<file path="src/rtl/sic_pkg.sv">
package sic_pkg;
  localparam int WORD_W = 10;

  // word indices of the register window (byte offset = 4 * index)
  localparam logic [WORD_W-1:0] W_STAT    = 10'd0;
  localparam logic [WORD_W-1:0] W_RAW     = 10'd1;
  localparam logic [WORD_W-1:0] W_ENSET   = 10'd2;
  localparam logic [WORD_W-1:0] W_ENCLR   = 10'd3;
  localparam logic [WORD_W-1:0] W_SOFTSET = 10'd4;
  localparam logic [WORD_W-1:0] W_SOFTCLR = 10'd5;
  localparam logic [WORD_W-1:0] W_FWDSET  = 10'd8;
  localparam logic [WORD_W-1:0] W_FWDCLR  = 10'd9;
endpackage

</file>
<file path="src/rtl/sic_regs.sv">
module sic_regs
  import sic_pkg::*;
#(
  parameter int NLINES = 32,
  parameter int PT_LO  = 21,
  parameter int PT_HI  = 30
) (
  input  logic              clk,
  input  logic              rst,
  input  logic              wr_en,
  input  logic [WORD_W-1:0] word,
  input  logic [NLINES-1:0] wdata,
  output logic [NLINES-1:0] mask_q,
  output logic [NLINES-1:0] fwd_q
);
  localparam int PT_N = PT_HI - PT_LO + 1;
  localparam logic [NLINES-1:0] FWD_KEEP =
    {{(NLINES-PT_N){1'b0}}, {PT_N{1'b1}}} << PT_LO;

  always_ff @(posedge clk) begin
    if (rst) begin
      mask_q <= '0;
      fwd_q  <= '0;
    end else if (wr_en) begin
      case (word)
        W_ENSET:   mask_q <= mask_q | wdata;
        W_ENCLR:   mask_q <= mask_q & ~wdata;
        W_SOFTSET: if (|wdata) mask_q[0] <= 1'b1;
        W_SOFTCLR: if (|wdata) mask_q[0] <= 1'b0;
        W_FWDSET:  fwd_q <= fwd_q | (wdata & FWD_KEEP);
        W_FWDCLR:  fwd_q <= fwd_q & ~wdata;
        default:   ;
      endcase
    end
  end
endmodule

</file>
<file path="src/rtl/sic_readmux.sv">
module sic_readmux
  import sic_pkg::*;
#(
  parameter int NLINES = 32
) (
  input  logic              clk,
  input  logic              rst,
  input  logic              rd_en,
  input  logic [WORD_W-1:0] word,
  input  logic [NLINES-1:0] level,
  input  logic [NLINES-1:0] mask,
  input  logic [NLINES-1:0] fwd,
  output logic [NLINES-1:0] rdata_q
);
  logic [NLINES-1:0] sel;

  always_comb begin
    case (word)
      W_STAT:    sel = level & mask;
      W_RAW:     sel = level;
      W_ENSET:   sel = mask;
      W_SOFTSET: sel = {{(NLINES-1){1'b0}}, level[0]};
      W_FWDSET:  sel = fwd;
      default:   sel = '0;
    endcase
  end

  always_ff @(posedge clk) begin
    if (rst)        rdata_q <= '0;
    else if (rd_en) rdata_q <= sel;
  end
endmodule

</file>
<file path="src/rtl/sic_outputs.sv">
module sic_outputs #(
  parameter int NLINES = 32,
  parameter int PT_LO  = 21,
  parameter int PT_HI  = 30
) (
  input  logic                     clk,
  input  logic                     rst,
  input  logic [NLINES-1:0]        irq_in,
  input  logic [NLINES-1:0]        mask,
  input  logic [NLINES-1:0]        fwd,
  output logic [NLINES-1:0]        level_q,
  output logic                     irq_q,
  output logic [PT_HI-PT_LO:0]     pass_q
);
  always_ff @(posedge clk) begin
    if (rst) begin
      level_q <= '0;
      irq_q   <= 1'b0;
    end else begin
      level_q <= irq_in;
      irq_q   <= |(level_q & mask);
    end
  end

  for (genvar i = 0; i <= PT_HI - PT_LO; i++) begin : g_fwd
    always_ff @(posedge clk) begin
      if (rst) pass_q[i] <= 1'b0;
      else     pass_q[i] <= level_q[PT_LO+i] & fwd[PT_LO+i];
    end
  end
endmodule

</file>
<file path="src/rtl/sic_passthru.sv">
module sic_passthru
  import sic_pkg::*;
#(
  parameter int NLINES = 32,
  parameter int PT_LO  = 21,
  parameter int PT_HI  = 30
) (
  input  logic                 clk,
  input  logic                 rst,
  input  logic [NLINES-1:0]    irq_in,
  input  logic                 bus_req,
  input  logic                 bus_we,
  input  logic [WORD_W-1:0]    bus_word,
  input  logic [NLINES-1:0]    bus_wdata,
  output logic [NLINES-1:0]    bus_rdata,
  output logic                 irq_out,
  output logic [PT_HI-PT_LO:0] pass_out
);
  logic [NLINES-1:0] mask_q;
  logic [NLINES-1:0] fwd_q;
  logic [NLINES-1:0] level_q;
  logic              wr_en;
  logic              rd_en;

  assign wr_en = bus_req & bus_we;
  assign rd_en = bus_req & ~bus_we;

  sic_regs #(.NLINES(NLINES), .PT_LO(PT_LO), .PT_HI(PT_HI)) u_regs (
    .clk(clk), .rst(rst), .wr_en(wr_en), .word(bus_word),
    .wdata(bus_wdata), .mask_q(mask_q), .fwd_q(fwd_q)
  );

  sic_outputs #(.NLINES(NLINES), .PT_LO(PT_LO), .PT_HI(PT_HI)) u_out (
    .clk(clk), .rst(rst), .irq_in(irq_in), .mask(mask_q), .fwd(fwd_q),
    .level_q(level_q), .irq_q(irq_out), .pass_q(pass_out)
  );

  sic_readmux #(.NLINES(NLINES)) u_rd (
    .clk(clk), .rst(rst), .rd_en(rd_en), .word(bus_word),
    .level(level_q), .mask(mask_q), .fwd(fwd_q), .rdata_q(bus_rdata)
  );
endmodule

</file>
<file path="config.mk">
export PLATFORM = sky130hd
export DESIGN_NAME = sic_passthru
export DESIGN_NICKNAME = d
export VERILOG_FILES = /design/src/rtl/sic_pkg.sv /design/src/rtl/sic_regs.sv /design/src/rtl/sic_readmux.sv /design/src/rtl/sic_outputs.sv /design/src/rtl/sic_passthru.sv
export SDC_FILE = /design/constraint.sdc
export NUM_CORES = 1
export LEC_CHECK = 0
export ABC_AREA = 0
export BUFFER_PORTS_ARGS = -buffer_cell sky130_fd_sc_hd__clkbuf_2
export CAP_MARGIN = 25
export CORE_UTILIZATION = 54
export CTS_CLUSTER_SIZE = 10
export DETAILED_ROUTE_END_ITERATION = 10
export GPL_ROUTABILITY_DRIVEN = 0
export PLACE_DENSITY_LB_ADDON = 0.08
export SLEW_MARGIN = 20
export SYNTH_ARGS = -nofsm -noshare
export SYNTH_HDL_FRONTEND = slang
export SYNTH_SLANG_ARGS = --single-unit
</file>
<file path="constraint.sdc">
create_clock -name clk -period 2.3 [get_ports clk]
set_input_delay 0.23 -clock clk [delete_from_list [all_inputs] [get_ports clk]]
set_output_delay 0.23 -clock clk [all_outputs]
set_load 0.02 [all_outputs]
</file>
==> metrics, run 1 <==
vias in the first global route=5040; Die ar.=0.0108 mm²; share of cells above drive strength 1=27.7%; DP Wirelength=10.1 mm; clk buf depth=2; Synth area leaders=dfxtp_1 (49%), a21oi_1 (5.6%), nor3_2 (5.2%), a22o_1 (4.7%), o2bb2ai_1 (4.7%); nets=810; area of the multi-input gates=0.00260 mm²; status=completed; root buffer cell=clkbuf_8; unique cell type count in the Yosys netlist=43; largest net degree at the start of global routing=63; Post-synth EDFFs=0; Sw Ratio=22.0%; CP max stage delay=0.55 ns; Comb pwr share=6.5%; switching pwr=1210 µW; vias=5194; crit end category=flip-flop; # diodes=0; Final Util=74.6%; Tcrit/Tclk final=85.2%; Final Power=5500 µW; FILL cells=707; Detailed Routing Iterations Pass 1=5; Post-synth ARST share=0%; port bufs=120; slew margin rel.=64.2%; Post-Syn Nets=652; Primary FF master, synth=dfxtp_1; fmax=510 MHz; critical path class=in2reg; Hold Path Origin=bus_wdata[30]; share of the synthesized area in the top cell type=49.4%; CORE AREA=0.00995 mm²; Detailed Route WL=16.1 mm; P_leak=0.00299 µW; Slew Limit Fails=0; Area Overhead vs Synth=32.0%; gr ovfl total=0; largest area contributor in the netlist=dfxtp_1; WL per Instance=18.4 µm; most frequent cell after synthesis=dfxtp_1; Total GRT Usage=30.3%; Worst VDD drop=0.469 mV; first-pass GRT wire length=26.0 mm; H-tree level count=4; row count=36; Ys Warns=0; synth cell count leaders=dfxtp_1 (139), a21oi_1 (63), and3_1 (41); worst reg2reg path depth=4; Place WS=0.310 ns; synthesized area=0.00563 mm²; worst endpoint data arrival time=2.36 ns; Seq pwr share=44.8%; Slowest cell on crit path=dlygate4sd3_1; hold path depth=3; post-cts repair resize count=0; P per Cell Area=740 mW/mm²; Reg area=0.00278 mm²; CTS Buf Count=17; Placed Instances=792; power share of the clock group=48.7%; Initial Util=56.6%; CP Max Fanout=4; IO Pins=121; worst skew pair latency=0.51 ns; Clock Skew=0.00622 ns; TritonCTS clock tree=built; DRC Markers=0; Die H=104 µm; Setup TNS=0 ns; final antenna-violating net count=0; Final WS setup=0.339 ns; final std cells w/o fill=877; Worst Tran Pin Value=0.537 ns; cells along the critical path=dlygate4sd3_1 -> clkbuf_2 -> nor4_1 -> nand4_1 -> o311ai_0 -> mux2_2; Die X-Extent=104 µm; RSZ-0062 raised after global routing=no; r2r startpoint=u_out.level_q[0]; Num Clock Sinks=139; CTS clk-pin slew, worst paths=0.06 ns; initial antenna violation count=0; drt initial violations=437; routed vias/inst=5.92; clock period minus worst slack=1.96 ns; Pint=4290 µW; Hold Crit Class=in2reg; Post-Syn Area per Cell=9.81 µm²; sequential fraction of the synthesis area=49.4%; synthesized instance count=574; FF-to-FF End=u_rd.rdata_q[0]; Worst EP required=2.70 ns; reg2reg setup slack=0.90 ns; max cap viols=0; Critical Path Source Type=primary input; postcts setup bufs=0; final setup fails=0; Hold Violations, Final=0; flops & latches, synth=139
-- cells in the final DEF, fill, tap and decap left out, types with 2 or more instances in the layout --
cell / netlist / routed
a22o_1: 30 / 30
a22oi_1: 16 / 16
dlygate4sd3_1: 0 / 54
or3b_2: 2 / 2
clkbuf_16: 0 / 16
nand2b_1: 25 / 25
nand4_1: 5 / 5
nor2b_1: 34 / 33
buf_12: 0 / 2
buf_4: 1 / 15
nor4b_1: 2 / 2
and3_1: 41 / 41
nor4_4: 1 / 2
nor2_1: 13 / 13
nor3_1: 14 / 14
a21oi_1: 63 / 63
nor4_1: 9 / 9
o2bb2ai_1: 30 / 30
o22ai_1: 32 / 32
clkbuf_2: 2 / 119
clkinvlp_4: 0 / 7
dfxtp_1: 139 / 139
nor3_2: 29 / 29
bufinv_16: 0 / 2
or3_1: 2 / 2
nand2_1: 15 / 15
clkbuf_8: 0 / 6
and2_1: 3 / 3
-- metrics by stage --
| step | instance area [µm²] | hold slack (ns) |
|---|---|---|
| 5_1_grt | 7430 | 0.0554 |
| 2_1_floorplan | 5630 | 0.318 |
| 3_5_place_dp | 6290 | 0.437 |
| 4_1_cts | 7430 | 0.0503 |
| 3_3_place_gp | 6290 | 0.435 |
| 6_report | 7430 | 0.0642 |
-- worst max-delay path: cells and delay by family --
| kind | cells | cell delay, ns |
|---|---|---|
| and+or+nand+nor | 2 | 0.64 |
| AOI/OAI and AO/OA | 1 | 0.43 |
| buffers and inverters | 2 | 0.69 |
| muxes | 1 | 0.38 |
-- metal layers --
layer | GRT usage (%) | up-vias | wire length, µm
li1 | - | 2450 | -
met1 | 40.3 | 2491 | 7200
met2 | 48.3 | 227 | 7650
met3 | 6.08 | 26 | 982
met4 | 12.3 | 0 | 310
met5 | 0 | - | 0
-- worst max path at each step --
| stage | start | to | slack [ns] | cells past startpoint |
|---|---|---|---|---|
| 3_5_place_dp | bus_word[7] | u_rd.rdata_q[8] | 0.31 | 6 |
| 3_3_place_gp | bus_word[7] | u_rd.rdata_q[10] | 0.36 | 6 |
| 5_1_grt | bus_wdata[12] | u_regs.mask_q[0] | 0.29 | 6 |
| 4_1_cts | bus_wdata[12] | u_regs.mask_q[0] | 0.36 | 6 |
| 2_1_floorplan | bus_word[7] | flip-flop | 0.40 | 6 |
| 6_report | bus_wdata[12] | u_regs.mask_q[0] | 0.34 | 6 |
-- power by group through the flow --
stage / Sequential (µW) / Clock (µW) / Combinational (µW)
after floorplan: 2500 / 0 / 136
final: 2460 / 2680 / 355
after detailed placement: 2510 / 0 / 273
after global placement: 2510 / 0 / 267
after global routing: 2460 / 2830 / 378
after CTS: 2460 / 2690 / 346
-- cell families after synthesis --
kind of cell | Yosys count | share of synthesized area (%)
and+or+nand+nor | 202 | 23.7
AOI/OAI and AO/OA | 180 | 21.9
DFF | 139 | 49.4
buffers and inverters | 51 | 4.67
muxes | 1 | 0.200
adders and majority gates | 1 | 0.178
-- layout make-up --
type                            count  area share, %
Clock buffer                       22           6.50
Clock inverter                      9           1.52
Multi-Input combinational cell    384           34.9
Sequential cell                   139           37.5
Tap cell                          133           2.24
Timing Repair Buffer              190           17.3
-- what timing repair did --
item	CTS	global route
hold endpoints to repair	54	0
endpoints found under the setup margin	0	0
hold buffers	54	0
Power figures use the tool's default switching activity.
==> run 2, diff against run 1 <==
--- a/config.mk
+++ b/config.mk
@@ -12,6 +12,7 @@
 export CTS_CLUSTER_SIZE = 10
 export DETAILED_ROUTE_END_ITERATION = 10
 export GPL_ROUTABILITY_DRIVEN = 0
+export MAX_ROUTING_LAYER = met4
 export PLACE_DENSITY_LB_ADDON = 0.08
 export SLEW_MARGIN = 20
 export SYNTH_ARGS = -nofsm -noshare
==> run 2 against run 1 <==
- fmax rose by 1.1%
- combinational power barely moved
- worst setup slack better by 0.021 ns
- first-iteration DRC count shrank 6.2%
- critical path depth is the same
- critical endpoint unchanged
- largest power group unchanged
==> metrics, run 2 (synthesis gave the netlist of run 1 again) <==
nets=810 (unchanged); routed metal-1 wirelength=7.32 mm (+1.7%); Worst VDD drop=0.468 mV (-0.13%); placed cell area=0.00629 mm² (unchanged); Fin Hold WS=0.0581 ns (-0.00614 ns); P_leak=0.00299 µW (unchanged); Tcrit/Tclk final=84.3% (-0.93 points); row count=36 (unchanged); Initial Util=56.6% (unchanged); gr ovfl total=0 (unchanged); slew margin rel.=63.6% (-0.65 points); reg2reg setup slack=0.90 ns (about the same); Hold Violations, Final=0 (unchanged); DP Wirelength=10.1 mm (unchanged); final setup fails=0 (unchanged); worst skew pair latency=0.52 ns (about the same); Total GRT Usage=31.3% (+0.96 points); Detailed Route WL=16.2 mm (about the same); TritonCTS clock tree=built; routed vias/inst=5.90 (-0.31%); Critical Path Source Type=primary input; vias in the first global route=5024 (-0.32%); r2r startpoint=u_out.level_q[0]; initial antenna violation count=0 (unchanged); fin area=0.00743 mm² (unchanged); Worst EP required=2.70 ns (about the same); first-pass GRT wire length=26.0 mm (about the same); final std cells w/o fill=877 (unchanged); Num Clock Sinks=139 (unchanged); clk buf depth=2 (unchanged); crit path from=bus_wdata[12]; clock period minus worst slack=1.94 ns (-0.0213 ns); Placed Instances=792 (unchanged); P per Cell Area=740 mW/mm² (about the same); DRC Markers=0 (unchanged); Die X-Extent=104 µm (unchanged); crit end category=flip-flop; FF-to-FF End=u_rd.rdata_q[0]; root buffer cell=clkbuf_8; H-tree level count=4 (unchanged); WL per Instance=18.4 µm (about the same); Clock Skew=0.00627 ns (+0.0000550 ns); Detailed Routing Iterations Pass 1=5 (unchanged); vias=5178 (-0.31%); top sig layer=met4; CP Max Fanout=4 (unchanged); Slowest cell on crit path=dlygate4sd3_1; Die H=104 µm (unchanged); IO Pins=121 (unchanged); max cap viols=0 (unchanged); met3 wire len=850 µm (-13%); CTS Buf Count=17 (unchanged); port bufs=120 (unchanged); hold path depth=3 (unchanged); CTS clk-pin slew, worst paths=0.06 ns (about the same); most common cell after layout, fill and taps aside=dfxtp_1; Setup TNS=0 ns (unchanged); status=completed; drt initial violations=410 (-6.2%); met2 WL post-DR=7.61 mm (-0.52%); final antenna-violating net count=0 (unchanged); cells along the critical path=dlygate4sd3_1 -> clkbuf_2 -> nor4_1 -> nand4_1 -> o311ai_0 -> mux2_2; Slew Limit Fails=0 (unchanged); share of cells above drive strength 1=27.7% (unchanged); RSZ-0062 raised after global routing=no; most frequent cells in the layout=dfxtp_1 (139), clkbuf_2 (119), a21oi_1 (63), dlygate4sd3_1 (54), and3_1 (41); critical path class=in2reg; fmax=516 MHz (+1.1%); largest net degree at the start of global routing=63 (unchanged); Worst Tran Pin Value=0.547 ns (+0.00978 ns); # diodes=0 (unchanged); CORE AREA=0.00995 mm² (unchanged); worst endpoint data arrival time=2.34 ns (-0.02 ns); Hold Path Origin=bus_wdata[30]; Die ar.=0.0108 mm² (unchanged); worst reg2reg path depth=4 (unchanged); Final Power=5500 µW (about the same); Area Overhead vs Synth=32.0% (unchanged); CP max stage delay=0.54 ns (about the same); Hold Crit Class=in2reg
## run 2: cell counts in the layout (fill, tap and decap cells not counted)
Identical to the previous run, type by type.
## run 2: worst max-delay path by stage
stage	endpoint	slack, ns	cells past startpoint
detailed placement	u_rd.rdata_q[8]	0.31	6
finish	u_regs.mask_q[0]	0.36	6
CTS	u_regs.mask_q[0]	0.36	6
floorplan	flip-flop	0.40	6
global route	u_regs.mask_q[0]	0.29	6
global placement	u_rd.rdata_q[10]	0.36	6
## run 2: final cells by class
type	count	area, µm²
fill	707	2520
timing repair buffer	190	1290
clock buffer	22	483
clock inverter	9	113
sequential	139	2780
tap	133	166
multi-input combinational	384	2600
## run 2: layer usage
layer | vias to the layer above | global-route usage (%)
li1 | 2450 | -
met1 | 2500 | 40.4
met2 | 195 | 48.4
met3 | 33 | 5.58
met4 | 0 | 13.3
met5 | - | -
## run 2: report_power, final
group / internal, µW / leakage, µW / switching [µW]
Sequential: 2440 / 0.00113 / 23.8
Combinational: 168 / 0.00159 / 188
Clock: 1680 / 0.000270 / 1000
Total: 4290 / 0.00299 / 1210
## run 2: repair_timing
item,4_1_cts,5_1_grt
buffers inserted,0,0
resized for setup,0,0
hold buffers,54,0
endpoints found under the hold margin,54,0
## run 2: critical path, delay by kind of cell
kind                   cells  cell delay (ns)
AO/OA/AOI/OAI              1             0.42
buffers and inverters      2             0.68
multiplexers               1             0.38
AND/OR/NAND/NOR            2             0.62
## run 2: per-stage QoR
stage	worst slack [ns]	util (%)
global placement	0.358	63.2
detailed placement	0.310	63.2
finish	0.361	74.6
floorplan	0.402	-
CTS	0.361	74.6
global route	0.294	74.6
==> run 3, diff against run 2 <==
==> constraint.sdc (replaced) <==
create_clock -name clk -period 1.9 [get_ports clk]
set_input_delay 0.19 -clock clk [delete_from_list [all_inputs] [get_ports clk]]
set_output_delay 0.19 -clock clk [all_outputs]
set_load 0.02 [all_outputs]
==> run 3 against run 2 <==
- the flow now finishes with violations (negative setup slack)
- register-to-register slack lost 0.34 ns
- count of clock-buffer cells in the layout is the same
- global-route usage grew 1.4 points
- critical endpoint unchanged
==> metrics, run 3 (synthesis gave the netlist of run 1 again) <==
most frequent cells in the layout=dfxtp_1 (139), clkbuf_2 (119), a21oi_1 (63), dlygate4sd3_1 (56), and3_1 (41); clock period minus worst slack=1.90 ns; final antenna-violating net count=0 (unchanged); DRC Markers=0 (unchanged); root buffer cell=clkbuf_8; fmax=526 MHz; vias in the first global route=5169 (+2.9%); critical path class=in2reg; max cap viols=0 (unchanged); FILL cells=682 (-3.5%); failing checks=negative setup slack; Area Overhead vs Synth=34.4%; Critical Path Source Type=primary input; share of cells above drive strength 1=27.8% (+0.12 points); Slowest cell on crit path=dlygate4sd3_1; routed vias/inst=6.03 (+2.2%); CP bufs+invs=3 (+1); Detailed Route WL=16.6 mm (+2.7%); Final WS setup=-0.000932 ns (-0.362 ns); power share of the clock group=51.5% (+2.7 points); Sw Ratio=21.1% (-0.95 points); Hold Crit Class=in2reg; WL per Instance=18.8 µm (+2.2%); Num Clock Sinks=139 (unchanged); IO Pins=121 (unchanged); Worst EP required=2.32 ns (-0.38 ns); nets=813 (+0.37%); crit end category=flip-flop; slew margin rel.=60.3% (-3.3 points); CP top delay family=buffers and inverters; Initial Util=56.6% (unchanged); clk buf depth=2 (unchanged); Worst VDD drop=0.692 mV (+48%); most common cell after layout, fill and taps aside=dfxtp_1; switching pwr=1490 µW (+23%); Hold Violations, Final=0 (unchanged); TritonCTS clock tree=built; initial antenna violation count=0 (unchanged); Slew Limit Fails=0 (unchanged); Final Power=7060 µW (+28%); P per Cell Area=933 mW/mm² (+26%); Seq pwr share=42.3% (-2.5 points); worst skew pair latency=0.53 ns (about the same); Detailed Routing Iterations Pass 1=5 (unchanged); Clock Skew=0.00772 ns (+0.00145 ns); CORE AREA=0.00995 mm² (unchanged); Die X-Extent=104 µm (unchanged); largest net degree at the start of global routing=63 (unchanged); Tcrit/Tclk final=100%; Setup TNS=-0.000932 ns (-0.000932 ns); gr ovfl total=0 (unchanged); H-tree level count=4 (unchanged); CTS clk-pin slew, worst paths=0.06 ns (about the same); DP Wirelength=10.3 mm (+1.3%); Die H=104 µm (unchanged); Reg area=0.00278 mm² (unchanged); Pint=5570 µW (+30%); first-pass GRT wire length=26.7 mm (+2.7%); status=finished with violations; area of the multi-input gates=0.00260 mm² (+0.24%); Fin Hold WS=0.0209 ns (-0.0372 ns); CP max stage delay=0.54 ns (about the same); CTS Buf Count=17 (unchanged); CP Max Fanout=4 (unchanged); Worst Tran Pin Value=0.596 ns (+0.0495 ns); P_leak=0.00305 µW (+2.3%); RSZ-0062 raised after global routing=no; port bufs=120 (unchanged); Die ar.=0.0108 mm² (unchanged); drt initial violations=454 (+11%); Total GRT Usage=32.7% (+1.4 points); Comb pwr share=6.3% (-0.2 points); vias=5314 (+2.6%); final setup fails=1 (+1); row count=36 (unchanged); cells along the critical path=dlygate4sd3_1 -> clkbuf_2 -> nor4_1 -> buf_4 -> nand2_1 -> o311ai_0 -> mux2_2; worst endpoint data arrival time=2.32 ns (-0.02 ns); # diodes=0 (unchanged)
==> run 3: worst min-delay path: cells and delay by family <==
family          cells  cell delay (ns)
compound gates      1             0.13
buf+inv             1             0.12
simple gates        1             0.06
==> run 3: path summary, 6_finish.rpt <==
path	from	to	slack [ns]	cells after the start
max	bus_wdata[16]	u_regs.mask_q[0]	-0.0009	7
min reg2reg	u_regs.fwd_q[12]	u_regs.fwd_q[12]	0.44	2
min	bus_wdata[22]	flip-flop	0.02	3
max reg2reg	u_out.level_q[0]	u_rd.rdata_q[0]	0.56	4
==> run 3: routing by layer <==
layer  global-route usage (%)  vias to the layer above  routed length (µm)
met5                        -                        -                   0
met1                     40.6                     2559                7080
li1                         -                     2458                   -
met2                     52.0                      263                8060
met3                     6.83                       34                1090
met4                     13.1                        0                 355
==> run 3: final cells by class <==
| class | instances | area share, % |
|---|---|---|
| clock buffers | 22 | 6.25 |
| clock inverters | 10 | 2.46 |
| repair buffers | 193 | 17.9 |
| flip-flops and latches | 139 | 36.8 |
| multi-input cells | 384 | 34.4 |
| well taps | 133 | 2.20 |
==> run 3: power groups by stage <==
stage	clock (µW)	combinational, µW	sequential (µW)
3_3_place_gp	0	329	3040
5_1_grt	3810	470	2990
3_5_place_dp	0	333	3040
2_1_floorplan	0	164	3030
6_report	3630	442	2980
4_1_cts	3670	426	2980
==> run 3: timing repair <==
item / CTS / global route
hold endpoints to repair: 57 / 0
gates resized for setup: 0 / 1
buffers inserted: 0 / 0
endpoints found under the setup margin: 0 / 1
hold buffers: 56 / 0
==> run 3: stage by stage <==
stage	util [%]	area [µm²]	setup WS, ns	instances
6_report	76.0	7560	-0.000932	881
5_1_grt	76.0	7560	0.00468	881
4_1_cts	75.9	7560	0.0736	881
3_5_place_dp	63.7	6340	-0.0214	793
3_3_place_gp	63.7	6340	0.0132	793
2_1_floorplan	-	5630	0.0421	574
